`config.mk`:
```
export PLATFORM = sky130hd
export DESIGN_NAME = hit_combiner
export DESIGN_NICKNAME = d
export VERILOG_FILES = /design/src/rtl/hit_combiner.sv
export SDC_FILE = /design/constraint.sdc
export NUM_CORES = 1
export LEC_CHECK = 0
export BUFFER_PORTS_ARGS = -buffer_cell sky130_fd_sc_hd__buf_2
export CORE_MARGIN = 5
export CORE_UTILIZATION = 33
export DETAILED_ROUTE_END_ITERATION = 10
export GPL_TIMING_DRIVEN = 0
export PLACE_DENSITY_LB_ADDON = 0.25
export SYNTH_ARGS = -nofsm -noshare
export SYNTH_HDL_FRONTEND = slang
export SYNTH_SLANG_ARGS = --single-unit
```
`constraint.sdc`:
```
create_clock -name clk -period 27.6 [get_ports clk]
set_input_delay 1.38 -clock clk [delete_from_list [all_inputs] [get_ports clk]]
set_output_delay 1.38 -clock clk [all_outputs]
set_load 0.01 [all_outputs]
```
`src/rtl/hit_combiner.sv`:
```
module hit_combiner #(
  parameter int NUM_IN = 13,
  parameter int CH     = 32,
  parameter int CNT_W  = 8
) (
  input  logic                 clk,
  input  logic                 rst_n,
  input  logic                 xing_stb,
  input  logic [NUM_IN*CH-1:0] hit_in,
  output logic [CH-1:0]        out_data,
  output logic                 out_valid,
  output logic                 out_sob,
  output logic                 out_eob,
  input  logic                 out_ready,
  output logic                 overflow
);
  localparam int PAD   = CH - CNT_W - NUM_IN;
  localparam int IDX_W = $clog2(NUM_IN);

  logic [NUM_IN*CH-1:0] bd [2];
  logic [NUM_IN-1:0]    bm [2];
  logic [CNT_W-1:0]     bc [2];
  logic                 wr, rd, hdr;
  logic [1:0]           cnt;
  logic [NUM_IN-1:0]    pend, in_mask;
  logic [CNT_W-1:0]     xing;
  logic [IDX_W-1:0]     sel;

  always_comb
    for (int i = 0; i < NUM_IN; i++) in_mask[i] = |hit_in[i*CH +: CH];

  always_comb begin
    sel = '0;
    for (int i = NUM_IN - 1; i >= 0; i--)
      if (pend[i]) sel = IDX_W'(i);
  end

  wire last = hdr ? (bm[rd] == '0) : ((pend & (pend - 1'b1)) == '0);
  wire fire = out_valid && out_ready;
  wire pop  = fire && last;
  wire push = xing_stb && (cnt != 2'd2);

  assign out_valid = (cnt != 2'd0);
  assign out_sob   = out_valid && hdr;
  assign out_eob   = out_valid && last;
  assign out_data  = hdr ? {bc[rd], {PAD{1'b0}}, bm[rd]} : bd[rd][sel*CH +: CH];

  always_ff @(posedge clk)
    if (push) begin
      bd[wr] <= hit_in;
      bm[wr] <= in_mask;
      bc[wr] <= xing;
    end

  always_ff @(posedge clk) begin
    if (!rst_n) begin
      wr <= 1'b0; rd <= 1'b0; cnt <= 2'd0; hdr <= 1'b1;
      pend <= '0; xing <= '0; overflow <= 1'b0;
    end else begin
      if (xing_stb) begin
        xing <= xing + 1'b1;
        if (cnt == 2'd2) overflow <= 1'b1;
      end
      if (push) wr <= ~wr;
      if (fire) begin
        if (hdr) begin
          hdr  <= last;
          pend <= bm[rd];
        end else begin
          pend <= pend & (pend - 1'b1);
          if (last) hdr <= 1'b1;
        end
      end
      if (pop) rd <= ~rd;
      cnt <= cnt + {1'b0, push} - {1'b0, pop};
    end
  end
endmodule

```
Word level (Yosys, flattened, before mapping)
Memory sizes are Yosys's and may differ from the RTL's. A register that Yosys moved wholly into a read port is not among the register bits.
Cells that the tools add are included.
{ "word_totals": {"register_bits": 27, "ramBits": 874, "in_bits": 420, "output_inout_bits": 36, "elab_cells": 68, "memories": 3} }
{ "classes": {"addsub": 4, "n_eq_ne": 2, "n_shift": 1, "n_mux": 26, "bitwise": 3, "n_reduce_logical": 22} }
{ "memory_table": {"columns": ["memory", "words", "word_bits", "rd", "rd_ports_with_merged_regs", "write_ports", "line_no", "text"], "rows": [
  ["bd", 2, 416, 1, 1, 1, "20", "logic [NUM_IN*CH-1:0] bd [2];"],
  ["bm", 2, 13, 1, 1, 1, "21", "logic [NUM_IN-1:0] bm [2];"],
  ["bc", 2, 8, 1, 1, 1, "22", "logic [CNT_W-1:0] bc [2];"]
]} }
{ "op_table": {"columns": ["op", "n"], "rows": [
  ["32-bit OR reduction", 13],
  ["416-bit by 10-bit variable part select with 32-bit output", 1],
  ["4-bit two-way mux", 13],
  ["32-bit two-way mux", 1],
  ["13-bit zero test", 2],
  ["13-bit AND", 1],
  ["13-bit two-way mux", 1],
  ["13-bit by 1-bit subtractor with 13-bit output (second input constant)", 1],
  ["1-bit two-way mux", 11],
  ["8-bit by 1-bit adder with 8-bit output (second input constant)", 1],
  ["1-bit logical AND", 5],
  ["2-bit by 1-bit adder with 2-bit output", 1],
  ["2-bit == test (second input constant)", 1],
  ["2-bit != test (second input constant)", 1],
  ["1-bit inverter", 2],
  ["2-bit AND reduction", 1],
  ["2-bit nonzero test", 1],
  ["2-bit by 1-bit subtractor with 2-bit output", 1]
]} }

Depth between registers and ports, before layout
{ "logic_depth": {"ltp_word": 15, "mapped_depth": 14, "ltp_nobuf": 12} }

Least setup slack after synthesis
Ideal clock, no wire load.
{ "synth_timing": {"path_kind": "input port to flip-flop", "start": "input xing_stb", "end": "memory bc[0][0], enable pin", "setup_time_ns": 1.249, "arrival_time_ns": 19.887, "required_ns": 26.351, "setup_slack_ns": 6.464, "stages": 3, "path_buffers": 1, "path_cell_list": "clkbuf_1 > nand2_1 > nor2_1"} }
{ "synth_via": {"elab_chain_len": 3} }
{ "synth_rtl": {"columns": ["element", "line_no", "text"], "rows": [
  ["start, declared", "8", "input logic xing_stb,"],
  ["1-bit logical AND", "41", "wire push = xing_stb && (cnt != 2'd2);"],
  ["1-bit two-way mux", "49", "if (push) begin"],
  ["1-bit two-way mux (implied by the code)", "52", "bc[wr] <= xing;"],
  ["end, declared", "22", null]
]} }
No other way between the ends.

Final worst setup path
{ "layout_timing": {"start": "register pend[6]", "end": "output out_data[6]"} }
{ "layout_via": {"elab_chain_len": 9} }
{ "layout_rtl": {"columns": ["element", "line_no", "text"], "rows": [
  ["start, declared", "25", "logic [NUM_IN-1:0] pend, in_mask;"],
  ["start signal, assigned", "68", "pend <= bm[rd];"],
  ["start signal, assigned", "70", "pend <= pend & (pend - 1'b1);"],
  ["4-bit two-way mux (7 in a row)", "35", "if (pend[i]) sel = IDX_W'(i);"],
  ["416-bit by 10-bit variable part select with 32-bit output", "46", "assign out_data = hdr ? {bc[rd], {PAD{1'b0}}, bm[rd]} : bd[rd][sel*CH +: CH];"],
  ["32-bit two-way mux", "46", null],
  ["end, declared", "10", "output logic [CH-1:0] out_data,"]
]} }
No other way between the ends.

==> results.sh <==
export IMPL_outcome="finished clean"
export IMPL_worstSetupPathType="reg2out"
export IMPL_vias=21600
export IMPL_yosysUniqueCellTypes=67
export IMPL_yosys_area_top_type="edfxtp_1"
export IMPL_hp_class="reg2reg"
export IMPL_antenna_found_initial=37
export IMPL_hold_buffers=0
export IMPL_die_area_mm2=0.115
export IMPL_max_clock_freq_mhz=154
export IMPL_period_share_pct=23.6
export IMPL_finalSetupViolations=0
export IMPL_synth_seq_cells=902
export IMPL_relSlewSlack_pct=14.9
export IMPL_ant_nets=0
export IMPL_crit_path_end_kind="primary output"
export IMPL_r2r_end="cnt[1]$_SDFF_PN0_"
export IMPL_via_per_inst=5.53
export IMPL_synthesis_area_mm2=0.0358
export IMPL_grt_pass1_vias=22600
export IMPL_synthesis_nets=2250
export IMPL_arrival_ns=5.12
export IMPL_cts_sinks=902
export IMPL_io_pin_count=456
export IMPL_synthToLayoutAreaGrowth_pct=22.0
export IMPL_power_density_mw_per_mm2=94.5
export IMPL_gp_congestion=0.892
export IMPL_max_cap_violations=0
export IMPL_port_buffers=454
export IMPL_vdd_drop_max_mv=0.0462
export IMPL_synth_area_leaders="edfxtp_1 (73%), mux4_2 (11%), nor4_1 (1.8%)"
export IMPL_synth_edf_count=874
export IMPL_p_leak_nw=14.4
export IMPL_finalHoldViolCount=0
export IMPL_cp_startpoint="pend[6]$_SDFFE_PN0P_"
export IMPL_die_w_um=339
export IMPL_hold_slack_ns=0.479
export IMPL_postLayoutCoreUtil_pct=40.7
export IMPL_crit_end="out_data[6]"
export IMPL_cp_required_ns=26.22
export IMPL_cts_htree_levels=3
export IMPL_syn_inst=1827
export IMPL_ys_flop_type="edfxtp_1"
export IMPL_clockBufferDepth=3
export IMPL_synth_top_area_share_pct=73.3
export IMPL_start_util_pct=33.3
export IMPL_grt_overflow=0
export IMPL_worstRegToRegCells=13
export IMPL_skew_ns=0.0210
export IMPL_rsz0062_at_grt="no"
export IMPL_finalWorstSetupSlack_ns=21.10
export IMPL_wirelength_um=129000
export IMPL_synth_area_per_cell_um2=19.6
export IMPL_fin_crit_ns=6.50
export IMPL_critPathLaunchType="flop"
export IMPL_postCtsSetupBuffers=0
export IMPL_coreArea_mm2=0.107
export IMPL_async_reset_ff_share_pct=0
export IMPL_rrSetupSlack_ns=23.93
export IMPL_cts_tree="done"
export IMPL_grt_max_degree=67
export IMPL_track_usage_pct=21.7
export IMPL_drc_errors=0
export IMPL_die_h_um=339
export IMPL_pre_cts_ws_ns=21.71
export IMPL_grt_pass1_wl_um=175000
export IMPL_cts_repair_resized=0
export IMPL_ys_warnings_count=0
export IMPL_drt_pass1_iterations=5
export IMPL_hpwl_um=97400
export IMPL_path_max_fanout=10
export IMPL_clockRootBuffer="clkbuf_16"
export IMPL_insertion_delay_ns=0.68
export IMPL_worst_pin_slew_ns=1.26
export IMPL_wl_per_cell_um=32.9
export IMPL_drtIter0Drc=2206
export IMPL_final_max_slew_viol_count=0
export IMPL_yosysSeqAreaShare_pct=74.9
export IMPL_cts_buffers=99
export IMPL_path_clk_slew_ns=0.06
export IMPL_core_rowCount=120
export IMPL_drive_gt1_share_pct=37.2
export IMPL_layout_nets=2831
-- how the worst min path moves through the flow --
stage	startpoint	end	slack, ns	depth (start not counted)
floorplan	xing[7]$_SDFFE_PN0P_	bc[0][7]$_DFFE_PP_	0.43	0
global placement	overflow$_SDFFE_PN0P_	overflow$_SDFFE_PN0P_	0.45	2
detailed placement	overflow$_SDFFE_PN0P_	overflow$_SDFFE_PN0P_	0.47	2
CTS	overflow$_SDFFE_PN0P_	overflow$_SDFFE_PN0P_	0.48	2
global route	pend[12]$_SDFFE_PN0P_	pend[12]$_SDFFE_PN0P_	0.53	2
finish	overflow$_SDFFE_PN0P_	overflow$_SDFFE_PN0P_	0.48	2
-- cells in the final DEF, fill, tap and decap left out, types with 10 or more instances in the layout --
cell type | synthesis | routed
mux2i_1 | 55 | 55
o21ai_0 | 42 | 42
mux2_2 | 30 | 30
buf_12 | 0 | 17
or3_1 | 11 | 11
nand2_1 | 43 | 43
a211oi_1 | 23 | 23
diode_2 | 0 | 19
bufinv_16 | 0 | 11
clkbuf_16 | 0 | 102
a22o_1 | 10 | 10
edfxtp_1 | 874 | 874
nor4_1 | 104 | 104
a21oi_1 | 43 | 43
nand4_1 | 36 | 36
mux4_2 | 179 | 179
a221oi_1 | 42 | 42
inv_1 | 12 | 12
nor2_1 | 43 | 42
clkinv_1 | 3 | 18
nand3_1 | 10 | 10
or2_2 | 15 | 15
dfxtp_1 | 28 | 28
buf_2 | 38 | 495
a22oi_1 | 12 | 12
clkinv_2 | 0 | 18
clkbuf_1 | 30 | 48
o22ai_1 | 16 | 16
-- worst max-delay path: stages, from the launching register on --
cell,delay (ns)
dfxtp_1,0.37
nor2_1,0.32
o311ai_1,0.32
and2_0,0.21
buf_2,0.15
nor2_2,0.67
buf_2,0.51
buf_1,0.74
a221oi_1,0.40
nor3_1,0.50
buf_2,0.23
-- power breakdown --
group          total (mW)  leakage [nW]  internal (mW)  switching (mW)
Combinational        1.11          4.50          0.362           0.747
Sequential           1.70          8.35           1.66          0.0331
Clock                1.32          1.57          0.779           0.545
-- cell type report --
cell class,instances,area [um^2]
fillers,9694,63700
flip-flops and latches,902,26800
multi-input cells,818,8450
repair buffers,480,2830
clock buffers,124,2640
well taps,1403,1760
clock inverters,55,587
plain buffers,92,495
inverters,15,56.3
diodes,19,47.5
-- per-layer routing --
layer / part of all wire, % / track usage [%] / routed length (um)
met1: 38 / 27.8 / 49400
met4: 2.2 / 5.65 / 2880
met2: 50 / 36.9 / 64200
met3: 9.3 / 5.82 / 12000
met5: 0.079 / 0 / 102
-- flip-flops by register name, summed over array words and instances, names as in the netlist, named ones only --
| name | cells |
|---|---|
| bd | 832 |
| bm | 26 |
| bc | 16 |
| pend | 13 |
| xing | 8 |
| cnt | 2 |
| hdr | 1 |
| overflow | 1 |
| rd | 1 |
| wr | 1 |
-- stage by stage --
step           std cells  area (um^2)   TNS, ns  power (mW)
2_1_floorplan       1827        35800         0        2.36
3_3_place_gp        3684        39800  -1657.44        2.94
3_5_place_dp        3709        40400         0        2.84
4_1_cts             3888        43600         0        4.16
5_1_grt             3895        43600         0        4.27
6_report            3908        43700         0        4.13
-- Yosys cell counts (4+ instances only) --
cell / number
a2111oi_0: 9
a211oi_1: 23
a21oi_1: 43
a221oi_1: 42
a22o_1: 10
a22oi_1: 12
and2_1: 5
and3_1: 7
buf_1: 7
buf_2: 38
buf_4: 9
buf_6: 8
clkbuf_1: 30
dfxtp_1: 28
edfxtp_1: 874
inv_1: 12
mux2_2: 30
mux2i_1: 55
mux4_2: 179
nand2_1: 43
nand2b_1: 9
nand3_1: 10
nand4_1: 36
nor2_1: 43
nor3_1: 5
nor4_1: 104
o2111ai_1: 5
o21ai_0: 42
o22ai_1: 16
o32a_1: 4
or2_2: 15
or3_1: 11
xor2_1: 6
-- kinds of logic (layout without fill, tap and decap cells) --
logic type	after synthesis	after routing	share of synthesized area [%]
XOR/XNOR	8	8	0.196
adder cells (fa/ha/maj)	5	5	0.161
AO/OA/AOI/OAI	238	238	4.73
buffers and inverters	107	766	1.52
multiplexers	264	264	13.7
other	0	19	0
flip-flops	902	902	74.9
AND/OR/NAND/NOR	303	303	4.74
No activity file was read; power rests on OpenSTA's default activity.
